===== src/rtl/irqb_pkg.sv =====
package irqb_pkg;

  localparam int OFS_STATUS  = 'h00;
  localparam int OFS_MASK    = 'h04;
  localparam int OFS_ENABLE  = 'h08;
  localparam int OFS_DISABLE = 'h0C;
  localparam int OFS_TRIGGER = 'h10;

  typedef struct packed {
    logic clr;   // write-one-to-clear on status
    logic en;    // clear mask bits
    logic dis;   // set mask bits
    logic trig;  // set status bits
  } wr_strobe_t;

endpackage


===== src/rtl/irqb_decode.sv =====
module irqb_decode #(
  parameter int ADDR_W = 8
) (
  input  logic                 bus_wr,
  input  logic [ADDR_W-1:0]    bus_addr,
  output irqb_pkg::wr_strobe_t strb,
  output logic                 sel_status,
  output logic                 sel_mask
);
  import irqb_pkg::*;

  logic hit_en, hit_dis, hit_trig;

  always_comb begin
    sel_status = (bus_addr == ADDR_W'(OFS_STATUS));
    sel_mask   = (bus_addr == ADDR_W'(OFS_MASK));
    hit_en     = (bus_addr == ADDR_W'(OFS_ENABLE));
    hit_dis    = (bus_addr == ADDR_W'(OFS_DISABLE));
    hit_trig   = (bus_addr == ADDR_W'(OFS_TRIGGER));
    strb.clr   = bus_wr & sel_status;
    strb.en    = bus_wr & hit_en;
    strb.dis   = bus_wr & hit_dis;
    strb.trig  = bus_wr & hit_trig;
  end

endmodule


===== src/rtl/irqb_status.sv =====
module irqb_status #(
  parameter int NUM_SRC = 10
) (
  input  logic               clk,
  input  logic               rst_n,
  input  logic [NUM_SRC-1:0] hw_event,
  input  logic               clr_wr,
  input  logic               trig_wr,
  input  logic [NUM_SRC-1:0] wbits,
  output logic [NUM_SRC-1:0] status
);

  for (genvar i = 0; i < NUM_SRC; i++) begin : g_bit
    logic set_i, clr_i;
    assign set_i = hw_event[i] | (trig_wr & wbits[i]);
    assign clr_i = clr_wr & wbits[i];

    // set has priority over clear
    always_ff @(posedge clk or negedge rst_n) begin
      if (!rst_n)      status[i] <= 1'b0;
      else if (set_i)  status[i] <= 1'b1;
      else if (clr_i)  status[i] <= 1'b0;
    end

    // event input sets its bit
    a_r2_event_sets: assert property (@(posedge clk) disable iff (!rst_n)
      hw_event[i] |=> status[i]);

    // event wins over a simultaneous clear
    a_r4_set_wins: assert property (@(posedge clk) disable iff (!rst_n)
      (clr_wr && wbits[i] && hw_event[i]) |=> status[i]);

    // a clear with no competing set empties the bit
    a_r3_w1c_clears: assert property (@(posedge clk) disable iff (!rst_n)
      (clr_wr && wbits[i] && !hw_event[i] && !trig_wr) |=> !status[i]);

    // trigger raises the bit
    a_r8_trigger_sets: assert property (@(posedge clk) disable iff (!rst_n)
      (trig_wr && wbits[i]) |=> status[i]);
  end

endmodule


===== src/rtl/irqb_mask.sv =====
module irqb_mask #(
  parameter int NUM_SRC = 10
) (
  input  logic               clk,
  input  logic               rst_n,
  input  logic               en_wr,
  input  logic               dis_wr,
  input  logic [NUM_SRC-1:0] wbits,
  output logic [NUM_SRC-1:0] mask
);

  localparam logic [NUM_SRC-1:0] MASK_RST = '1;

  always_ff @(posedge clk or negedge rst_n) begin
    if (!rst_n)      mask <= MASK_RST;
    else if (en_wr)  mask <= mask & ~wbits;
    else if (dis_wr) mask <= mask | wbits;
  end

  // enable clears the selected bits and keeps the rest
  a_r6_enable_clears: assert property (@(posedge clk) disable iff (!rst_n)
    en_wr |=> ((mask & $past(wbits)) == '0) &&
              ((mask | $past(wbits)) == ($past(mask) | $past(wbits))));

  // disable sets the selected bits and keeps the rest
  a_r7_disable_sets: assert property (@(posedge clk) disable iff (!rst_n)
    dis_wr |=> ((mask & $past(wbits)) == $past(wbits)) &&
               ((mask & ~$past(wbits)) == ($past(mask) & ~$past(wbits))));

  // without an enable or disable strobe the mask holds
  a_r5_mask_holds: assert property (@(posedge clk) disable iff (!rst_n)
    (!en_wr && !dis_wr) |=> $stable(mask));

endmodule


===== src/rtl/irq_mask_bank.sv =====
module irq_mask_bank #(
  parameter int NUM_SRC = 10,
  parameter int DATA_W  = 32,
  parameter int ADDR_W  = 8
) (
  input  logic               clk,
  input  logic               rst_n,
  input  logic [NUM_SRC-1:0] hw_event,
  input  logic               bus_wr,
  input  logic [ADDR_W-1:0]  bus_addr,
  input  logic [DATA_W-1:0]  bus_wdata,
  output logic [DATA_W-1:0]  bus_rdata,
  output logic               irq_out
);
  import irqb_pkg::*;

  localparam int PAD_W = DATA_W - NUM_SRC;

  wr_strobe_t         strb;
  logic               sel_status, sel_mask;
  logic [NUM_SRC-1:0] wbits, status, mask;

  assign wbits = bus_wdata[NUM_SRC-1:0];

  if (PAD_W > 0) begin : g_pad
    logic unused_wdata_hi;
    assign unused_wdata_hi = ^bus_wdata[DATA_W-1:NUM_SRC];
  end

  irqb_decode #(.ADDR_W(ADDR_W)) u_decode (
    .bus_wr     (bus_wr),
    .bus_addr   (bus_addr),
    .strb       (strb),
    .sel_status (sel_status),
    .sel_mask   (sel_mask)
  );

  irqb_status #(.NUM_SRC(NUM_SRC)) u_status (
    .clk      (clk),
    .rst_n    (rst_n),
    .hw_event (hw_event),
    .clr_wr   (strb.clr),
    .trig_wr  (strb.trig),
    .wbits    (wbits),
    .status   (status)
  );

  irqb_mask #(.NUM_SRC(NUM_SRC)) u_mask (
    .clk    (clk),
    .rst_n  (rst_n),
    .en_wr  (strb.en),
    .dis_wr (strb.dis),
    .wbits  (wbits),
    .mask   (mask)
  );

  always_comb begin
    bus_rdata = '0;
    if (sel_status)    bus_rdata[NUM_SRC-1:0] = status;
    else if (sel_mask) bus_rdata[NUM_SRC-1:0] = mask;
  end

  assign irq_out = |(status & ~mask);

  // reserved read bits stay zero
  a_r10_rsvd_zero: assert property (@(posedge clk) disable iff (!rst_n)
    1'b1 |-> (bus_rdata >> NUM_SRC) == '0);

  // a raised line needs an unmasked pending source from the last edge
  a_r9_irq_source: assert property (@(posedge clk) disable iff (!rst_n)
    $rose(irq_out) |-> (status != '0) && (mask != '1));

  // a write to an unmapped address disturbs neither register
  a_r11_unmapped: assert property (@(posedge clk) disable iff (!rst_n)
    (bus_wr && !sel_status && !sel_mask && !strb.en && !strb.dis && !strb.trig &&
     hw_event == '0) |=> $stable(status) && $stable(mask));

endmodule


===== config.mk =====
export PLATFORM = sky130hd
export DESIGN_NAME = irq_mask_bank
export DESIGN_NICKNAME = d
export VERILOG_FILES = /design/src/rtl/irqb_pkg.sv /design/src/rtl/irqb_decode.sv /design/src/rtl/irqb_status.sv /design/src/rtl/irqb_mask.sv /design/src/rtl/irq_mask_bank.sv
export SDC_FILE = /design/constraint.sdc
export NUM_CORES = 1
export LEC_CHECK = 0
export BUFFER_PORTS_ARGS = -buffer_cell sky130_fd_sc_hd__buf_2
export CAP_MARGIN = 20
export CORE_MARGIN = 2
export CORE_UTILIZATION = 47
export CTS_CLUSTER_SIZE = 28
export DETAILED_ROUTE_END_ITERATION = 12
export PLACE_DENSITY = 0.94
export SLEW_MARGIN = 20
export SYNTH_ARGS = -nofsm -noshare
export SYNTH_HDL_FRONTEND = slang
export SYNTH_SLANG_ARGS = --single-unit

===== constraint.sdc =====
create_clock -name clk -period 2.58 [get_ports clk]
set_input_delay 0.387 -clock clk [delete_from_list [all_inputs] [get_ports clk]]
set_output_delay 0.387 -clock clk [all_outputs]
set_load 0.02 [all_outputs]

Word-level counts from Yosys, hierarchy flattened:

Cells that the tools add are included.

* add/subtract/negate cells: 0
* multipliers: 0
* div/mod/pow operators: 0
* magnitude comparators: 0
* eq/ne operators: 4
* shifts and indexed selects: 0
* mux-type cells: 24
* bitwise logic cells: 39
* reductions and logical operators: 13

Operators by type and width (number)
* 2-to-1 mux 10 bit: 4
* bitwise AND 1 bit: 24
* nonzero test 2 bit: 11
* bitwise AND 10 bit: 2
* 2-to-1 mux 1 bit: 20
* inverter 10 bit: 2
* equality test 8 x 4 -> 1 bit, second input constant: 2
* OR 1 bit: 10
* OR 10 bit: 1
* OR reduction 10 bit: 1
* equality test 8 x 3 -> 1 bit, second input constant: 1
* equality test 8 x 5 -> 1 bit, second input constant: 1
* logical NOT 8 bit: 1

* register bits after elaboration: 20
* latch bits: 0
* RAM bits: 0
* bits in read-only memories: 0
* input port bits: 53
* output and inout bits: 33
* word-level logic and storage cells: 91
* memories: 0

Depth between registers and ports, before layout:

Gate-level depths: netlist of run 1.

* word-level depth: 5
* depth in mapped cells: 4
* mapped depth without buffers: 3

By module:

A second synthesis of run 1 with hierarchy kept.

* cell total of the unflattened synthesis: 132
* area total of the unflattened synthesis: 1224.9 sq um

By module, submodules not included
* irqb_status: instances 1, cells each 32, area each 404.1 sq um, seq. area each 250.2 sq um
* irqb_mask: instances 1, cells each 32, area each 379.1 sq um, seq. area each 262.8 sq um
* irq_mask_bank: instances 1, cells each 55, area each 360.3 sq um, seq. area each 0.0 sq um
* irqb_decode: instances 1, cells each 13, area each 81.3 sq um, seq. area each 0.0 sq um

Worst setup path before layout of run 1:

OpenSTA, ideal clock, no wires.

* kind: input -> output
* start: input bus_addr[4]
* end: output bus_rdata[0]
* arrival time: 1.296 ns
* required time: 2.193 ns
* path slack: 0.897 ns
* stages: 4
* path buffers: 1
* cells stage by stage: nor4_4 > buf_6 > nand2_2 > nor2_1

* longest elaborated chain between the ends: 3
* elaborated cells between the ends (all ways): 4
* those cells by class: 1 x eq/ne; 2 x mux; 1 x reduce/logical

RTL lines
* start: declaration: line irq_mask_bank.sv:10 `input logic [ADDR_W-1:0] bus_addr,`
* equality test 8 x 3 -> 1 bit: line irqb_decode.sv:16 `sel_mask = (bus_addr == ADDR_W'(OFS_MASK));`
* 2-to-1 mux 10 bit: line irq_mask_bank.sv:60 `else if (sel_mask) bus_rdata[NUM_SRC-1:0] = mask;`
* 2-to-1 mux 10 bit *: line irq_mask_bank.sv:59 `if (sel_status) bus_rdata[NUM_SRC-1:0] = status;`
* end: declaration: line irq_mask_bank.sv:12 `output logic [DATA_W-1:0] bus_rdata,`

Mark *: on every way between the ends. The rest lies on a longest branch, timed or not.

==> reports/metrics.cfg, run 1 <==
[clocking]
ctsLongestPathBuffers=2
hold_buffers=0
cts_resized=0
cts_tree=done
clk_pin_slew_ns=0.11
cts.sinks=20
post_cts_buffers=0
cts_made_buffers=3
cts_max_level=1
insertion_delay_ns=0.30
cts-root-buf=clkbuf_4

[die]
core_area_sq_um=3003
die_h_microns=59.76
rows=20
die_x_microns=59.76
die_area_sq_um=3571
ioPinCount=86
start_util=0.4867

[sta]
rsz0062_at_grt=false
fin_tns_setup_ns=0
period_needed_ns=2.102
setup_violations=0
fmax_mhz=475.8
slew_violations=0
hold_viol_final=0
finalCritPeriodShare=0.8147
timing.final.ws_setup_ns=0.4782
skew_ns=0
worst_hold_slack_ns=0.01527

[global_routing]
antenna_found_initial=0
grt_pass1_vias=1203
grt_max_degree=21
grt_pass1_wl_microns=5423
grt.total_usage=0.2025
grt_remaining_overflow=0

[drt]
via_per_inst=5.512
drc=0
first_pass_iters=4
drt-initial-drc-count=23
vias=1163
drt-wirelength-per-cell_microns=16.02
antenna_left=0
postRouteWirelength_microns=3381

[setup_path]
critPathLaunchType=flip-flop
worstPathRequired_ns=2.19
path_class=flip-flop to output port
endpoint_kind=output port
arrival_ns=1.71
crit_fanout=3

[cells_and_area]
num_antenna_cells=0
areaGrowthSynthToFinish_pct=11.64
drive_above_1_share=0.4551
post-route-cell-area_sq_um=1632
fin_nets=232

[pwr]
total_power_mw=0.6143
ir_drop_v=0.0002328
p_leak_nw=0.8027
p_per_area_nw_per_um2=376.5

[yosys]
ys_ff_latch=20
synthCells=138
netlist_area_sq_um=1461
yosys_warnings=0
ys_top_cells_by_area=dfstp_2 18%, dfrtp_1 17%, buf_4 11%
synth_top_area_frac=0.1798
synth_cell_types=26
post_synth.cell_area_avg_sq_um=10.59
yosysSeqAreaShare=0.3510
yosysTopAreaCell=dfstp_2

[placed_design]
port_buffers=41
gp_congestion=0.8192
dp_hpwl_microns=2511
placed_cell_area_sq_um=1605
pre_cts_slack_ns=0.7080

[worst_hold_path]
min_path_type=input pin to async pin

[run]
drv_cap=0

[run_status]
status=complete, no violations

## area by class of cell
class / count / area, sq um
fill: 290 / 1371
multi-input combinational: 98 / 770.7
sequential: 20 / 513.0
timing repair buffer: 46 / 242.7
tap: 33 / 41.29
inverter: 10 / 37.54
clock buffer: 4 / 26.28
## cell usage in the layout (no fill, tap or decap)
cell,count
buf_2,41
conb_1,22
nor2_1,11
mux2i_1,10
inv_1,10
a41oi_1,10
a311o_1,10
dfstp_2,10
dfrtp_1,10
nand3_2,9
mux2_4,9
buf_4,5
o22ai_1,3
nand2b_1,3
clkbuf_4,3
nor3_1,2
nor4_4,1
nand2_2,1
o2111ai_1,1
or4_1,1
and4bb_2,1
nor3b_1,1
and3_1,1
nand3_1,1
mux2_2,1
clkbuf_1,1
## layer usage
| layer | vias up | GRT usage | part of all wire |
|---|---|---|---|
| li1 | 543 | - | - |
| met1 | 566 | 0.2551 | 0.40 |
| met2 | 49 | 0.3556 | 0.52 |
| met3 | 5 | 0.03463 | 0.064 |
| met4 | 0 | 0.05397 | 0.010 |
| met5 | - | 0 | 0 |
## Yosys cell counts, drive strengths merged
cell type  number
nand2b          3
and3            1
inv            10
o22ai           3
o2111ai         1
a41oi          10
nor3b           1
and4bb          1
mux2i          10
nand3          10
nand2           1
dfstp          10
or4             1
nor3            2
nor4            1
conb            1
dfrtp          10
nor2           11
clkbuf          3
mux2           10
buf            28
a311o          10
## final timing paths
check,from,endpoint,slack (ns),depth (start not counted)
hold / removal,rst_n,u_status.status[9]$_DFFE_PN0P_,0.02,1
setup / recovery,flip-flop,irq_out,0.48,4
max in group asynchronous,rst_n,async pin,2.22,1
setup reg to reg,u_status.status[5]$_DFFE_PN0P_,u_status.status[5]$_DFFE_PN0P_,1.61,3
hold reg to reg,flip-flop,flip-flop,0.63,1
min in group clk,hw_event[6],u_status.status[6]$_DFFE_PN0P_,0.28,2
## power breakdown
part / switching, mW / internal (mW) / total, mW / leakage [nW]
Sequential: 0.00646 / 0.328 / 0.334 / 0.191
Clock: 0.0964 / 0.0603 / 0.157 / 0.0150
Combinational: 0.0805 / 0.0431 / 0.124 / 0.597
## per-stage QoR
| step | utilization | cells |
|---|---|---|
| 3_5_place_dp | 0.5346 | 207 |
| 5_1_grt | 0.5433 | 211 |
| 3_3_place_gp | 0.5346 | 207 |
| 4_1_cts | 0.5433 | 211 |
| 2_1_floorplan | - | 159 |
| 6_report | 0.5433 | 211 |
## worst max-delay path, stage by stage, from the launching register on
cell and delay, ns:
dfstp_2 0.56, nand2b_1 0.12, o2111ai_1 0.12, or4_1 0.43, buf_2 0.18
## kinds of logic (layout without fill, tap and decap cells)
family                 after synthesis  after routing  synth area share
buffers and inverters               41             60            0.1755
AO/OA/AOI/OAI                       24             24            0.1473
AND/OR/NAND/NOR                     32             32            0.1550
other                                1             22          0.002566
multiplexers                        20             20            0.1687
flip-flops                          20             20            0.3510
Note: power is estimated with default switching activity, not from simulation.
==> run 2, diff against run 1 <==
Settings changed: CORE_UTILIZATION 47 to 39, PLACE_DENSITY 0.94 to 0.85.
Clock period 2.58 ns to 1.9 ns, I/O delays scaled along.
==> reports/metrics.cfg, run 2 (synthesis gave the netlist of run 1 again) <==
[drt]
antenna_left=0  ; unchanged
via_per_inst=5.048  ; -8.4%
first_pass_iters=4  ; unchanged
drt-initial-drc-count=39  ; +70%
vias=1151  ; -1.0%
postRouteWirelength_microns=3342  ; -1.2%
drc=0  ; unchanged
drt-wirelength-per-cell_microns=14.66  ; -8.5%

[run_status]
violations=negative setup slack
status=complete, but fails checks

[worst_hold_path]
min_path_type=input pin to flip-flop
hold_end=u_status.status[4]$_DFFE_PN0P_
hp-start=hw_event[4]
whs_path_depth=2

[setup_path]
critPathLaunchType=flip-flop
path_class=flip-flop to output port
slowest_delay_ns=0.56  ; about the same
worstPathRequired_ns=1.62  ; -0.57 ns
crit_fanout=3  ; unchanged
endpoint_kind=output port
critical_path.cell_chain=nand2b_1 -> o2111ai_1 -> or4_1 -> buf_2
slowest_stage=dfstp_2
ff2ff_path_depth=3  ; unchanged
rrSetupSlack_ns=0.94  ; -0.67 ns
r2r_start=u_status.status[3]$_DFFE_PN0P_
arrival_ns=1.67  ; -0.04 ns
r2r-end=u_status.status[3]$_DFFE_PN0P_

[pwr]
p_per_area_nw_per_um2=622.4  ; +65%
pwr-share-seq=0.425  ; -0.119
power.switching_mw=0.2785  ; +52%
ir_drop_v=0.0002543  ; +9.3%
switching_share=0.2612  ; -0.03721
clkPwrFrac=0.417  ; +0.162
p_leak_nw=0.8327  ; +3.7%
pwr-share-comb=0.158  ; -0.043
internal_power_mw=0.7876  ; +83%

[global_routing]
antenna_found_initial=0  ; unchanged
grt_pass1_wl_microns=5416  ; -0.13%
use_met2=0.2666  ; -0.08901
grt.total_usage=0.1662  ; -0.03628
grtUsageMet1=0.2259  ; -0.02917
grt_remaining_overflow=0  ; unchanged
gr-usage-met3=0.02568  ; -0.008947
grt_max_degree=21  ; unchanged
grt_pass1_vias=1115  ; -7.3%
top_usage_layer=met2

[sta]
fmax_mhz=511.6
period_needed_ns=1.955
timing.final.ws_setup_ns=-0.05471  ; -0.5329 ns
setup_violations=1  ; +1
fin_tns_setup_ns=-0.05471  ; -0.05471 ns
rsz0062_at_grt=true
hold_viol_final=0  ; unchanged
finalCritPeriodShare=1.029
skew_ns=0  ; unchanged
slew_violations=0  ; unchanged

[clocking]
ctsLongestPathBuffers=2  ; unchanged
insertion_delay_ns=0.27  ; -0.03 ns
post_cts_buffers=0  ; unchanged
cts_tree=done
cts_max_level=1  ; unchanged
cts-root-buf=clkbuf_8
clk_pin_slew_ns=0.08  ; -0.03 ns
cts_made_buffers=3  ; unchanged
cts_resized=0  ; unchanged
cts.sinks=20  ; unchanged

[die]
die_h_microns=65.22  ; +9.1%
core_area_sq_um=3633  ; +21%
ioPinCount=86  ; unchanged
die_area_sq_um=4253  ; +19%
start_util=0.4022  ; -0.08446
rows=22  ; +10%
die_x_microns=65.22  ; +9.1%

[placed_design]
dp_cells=223  ; +7.7%
gp_congestion=0.8196  ; about the same
dp_hpwl_microns=2406  ; -4.2%
placed_cell_area_sq_um=1632  ; +1.6%
pre_cts_slack_ns=0.2374  ; -0.4706 ns
port_buffers=41  ; unchanged

[cells_and_area]
num_antenna_cells=0  ; unchanged
drive_above_1_share=0.4611  ; +0.006055
fin_nets=234  ; +0.86%
areaGrowthSynthToFinish_pct=17.21
layout_commonest_cell=buf_2
fill_cells=373  ; +29%
final_cells=228  ; +8.1%
post-route-cell-area_sq_um=1713  ; +5.0%
layout_common_cells=41 x buf_2, 22 x conb_1, 11 x nor2_1

[run]
drv_cap=0  ; unchanged

==> run 2: cell types whose count changed in the layout (fill, tap and decap cells not counted), sizes merged <==
cell | before | now
bufinv | 0 | 1
clkbuf | 4 | 3
dlygate4sd3 | 0 | 1
buf | 46 | 47
==> run 2: cell type report <==
class	count	area [sq um]	area share
timing repair buffer	48	260.3	0.1519
clock buffer	3	41.29	0.02411
clock inverter	1	30.03	0.01753
tap	48	60.06	0.03506
inverter	10	37.54	0.02191
multi-input combinational	98	770.7	0.4500
sequential	20	513.0	0.2995
==> run 2: timing repair <==
item / 4_1_cts / 5_1_grt
hold endpoints to repair: 10 / 0
endpoints found under the setup margin: 1 / 1
hold buffers: 1 / 0
pin swaps: 0 / 0
==> run 2: stage by stage <==
step	utilization	total power [mW]	hold WS [ns]
2_1_floorplan	-	0.5925	-0.01059
3_3_place_gp	0.4490	0.6241	0.2569
3_5_place_dp	0.4490	0.6266	0.2608
4_1_cts	0.4714	1.072	0.2055
5_1_grt	0.4714	1.104	0.2135
6_report	0.4714	1.066	0.2104
==> run 2: how the worst max path moves through the flow <==
| stage | endpoint | slack, ns | cells after the start |
|---|---|---|---|
| detailed placement | irq_out | 0.24 | 4 |
| floorplan | irq_out | 0.40 | 2 |
| global placement | bus_rdata[8] | 0.25 | 5 |
| CTS | irq_out | -0.06 | 4 |
| global route | irq_out | -0.15 | 4 |
| finish | irq_out | -0.05 | 4 |
==> run 2: worst max-delay path: cells and delay by family, from the launching register on <==
kind	cells	cell delay, ns
compound gates	1	0.12
flops	1	0.56
buf+inv	1	0.18
simple gates	2	0.54
==> run 2: per-layer routing <==
layer  routed length [microns]  share of wire  vias up
met1                      1469           0.44      549
met5                         0              0        -
met3                       249          0.075        5
met2                      1577           0.47       53
li1                          -              -      544
met4                        45          0.013        0
==> run 2: power by group through the flow <==
| stage | clock [mW] | combinational (mW) | sequential, mW |
|---|---|---|---|
| floorplan | 0 | 0.135 | 0.458 |
| global placement | 0 | 0.164 | 0.460 |
| detailed placement | 0 | 0.166 | 0.460 |
| CTS | 0.450 | 0.168 | 0.453 |
| global route | 0.466 | 0.183 | 0.455 |
| finish | 0.444 | 0.168 | 0.453 |
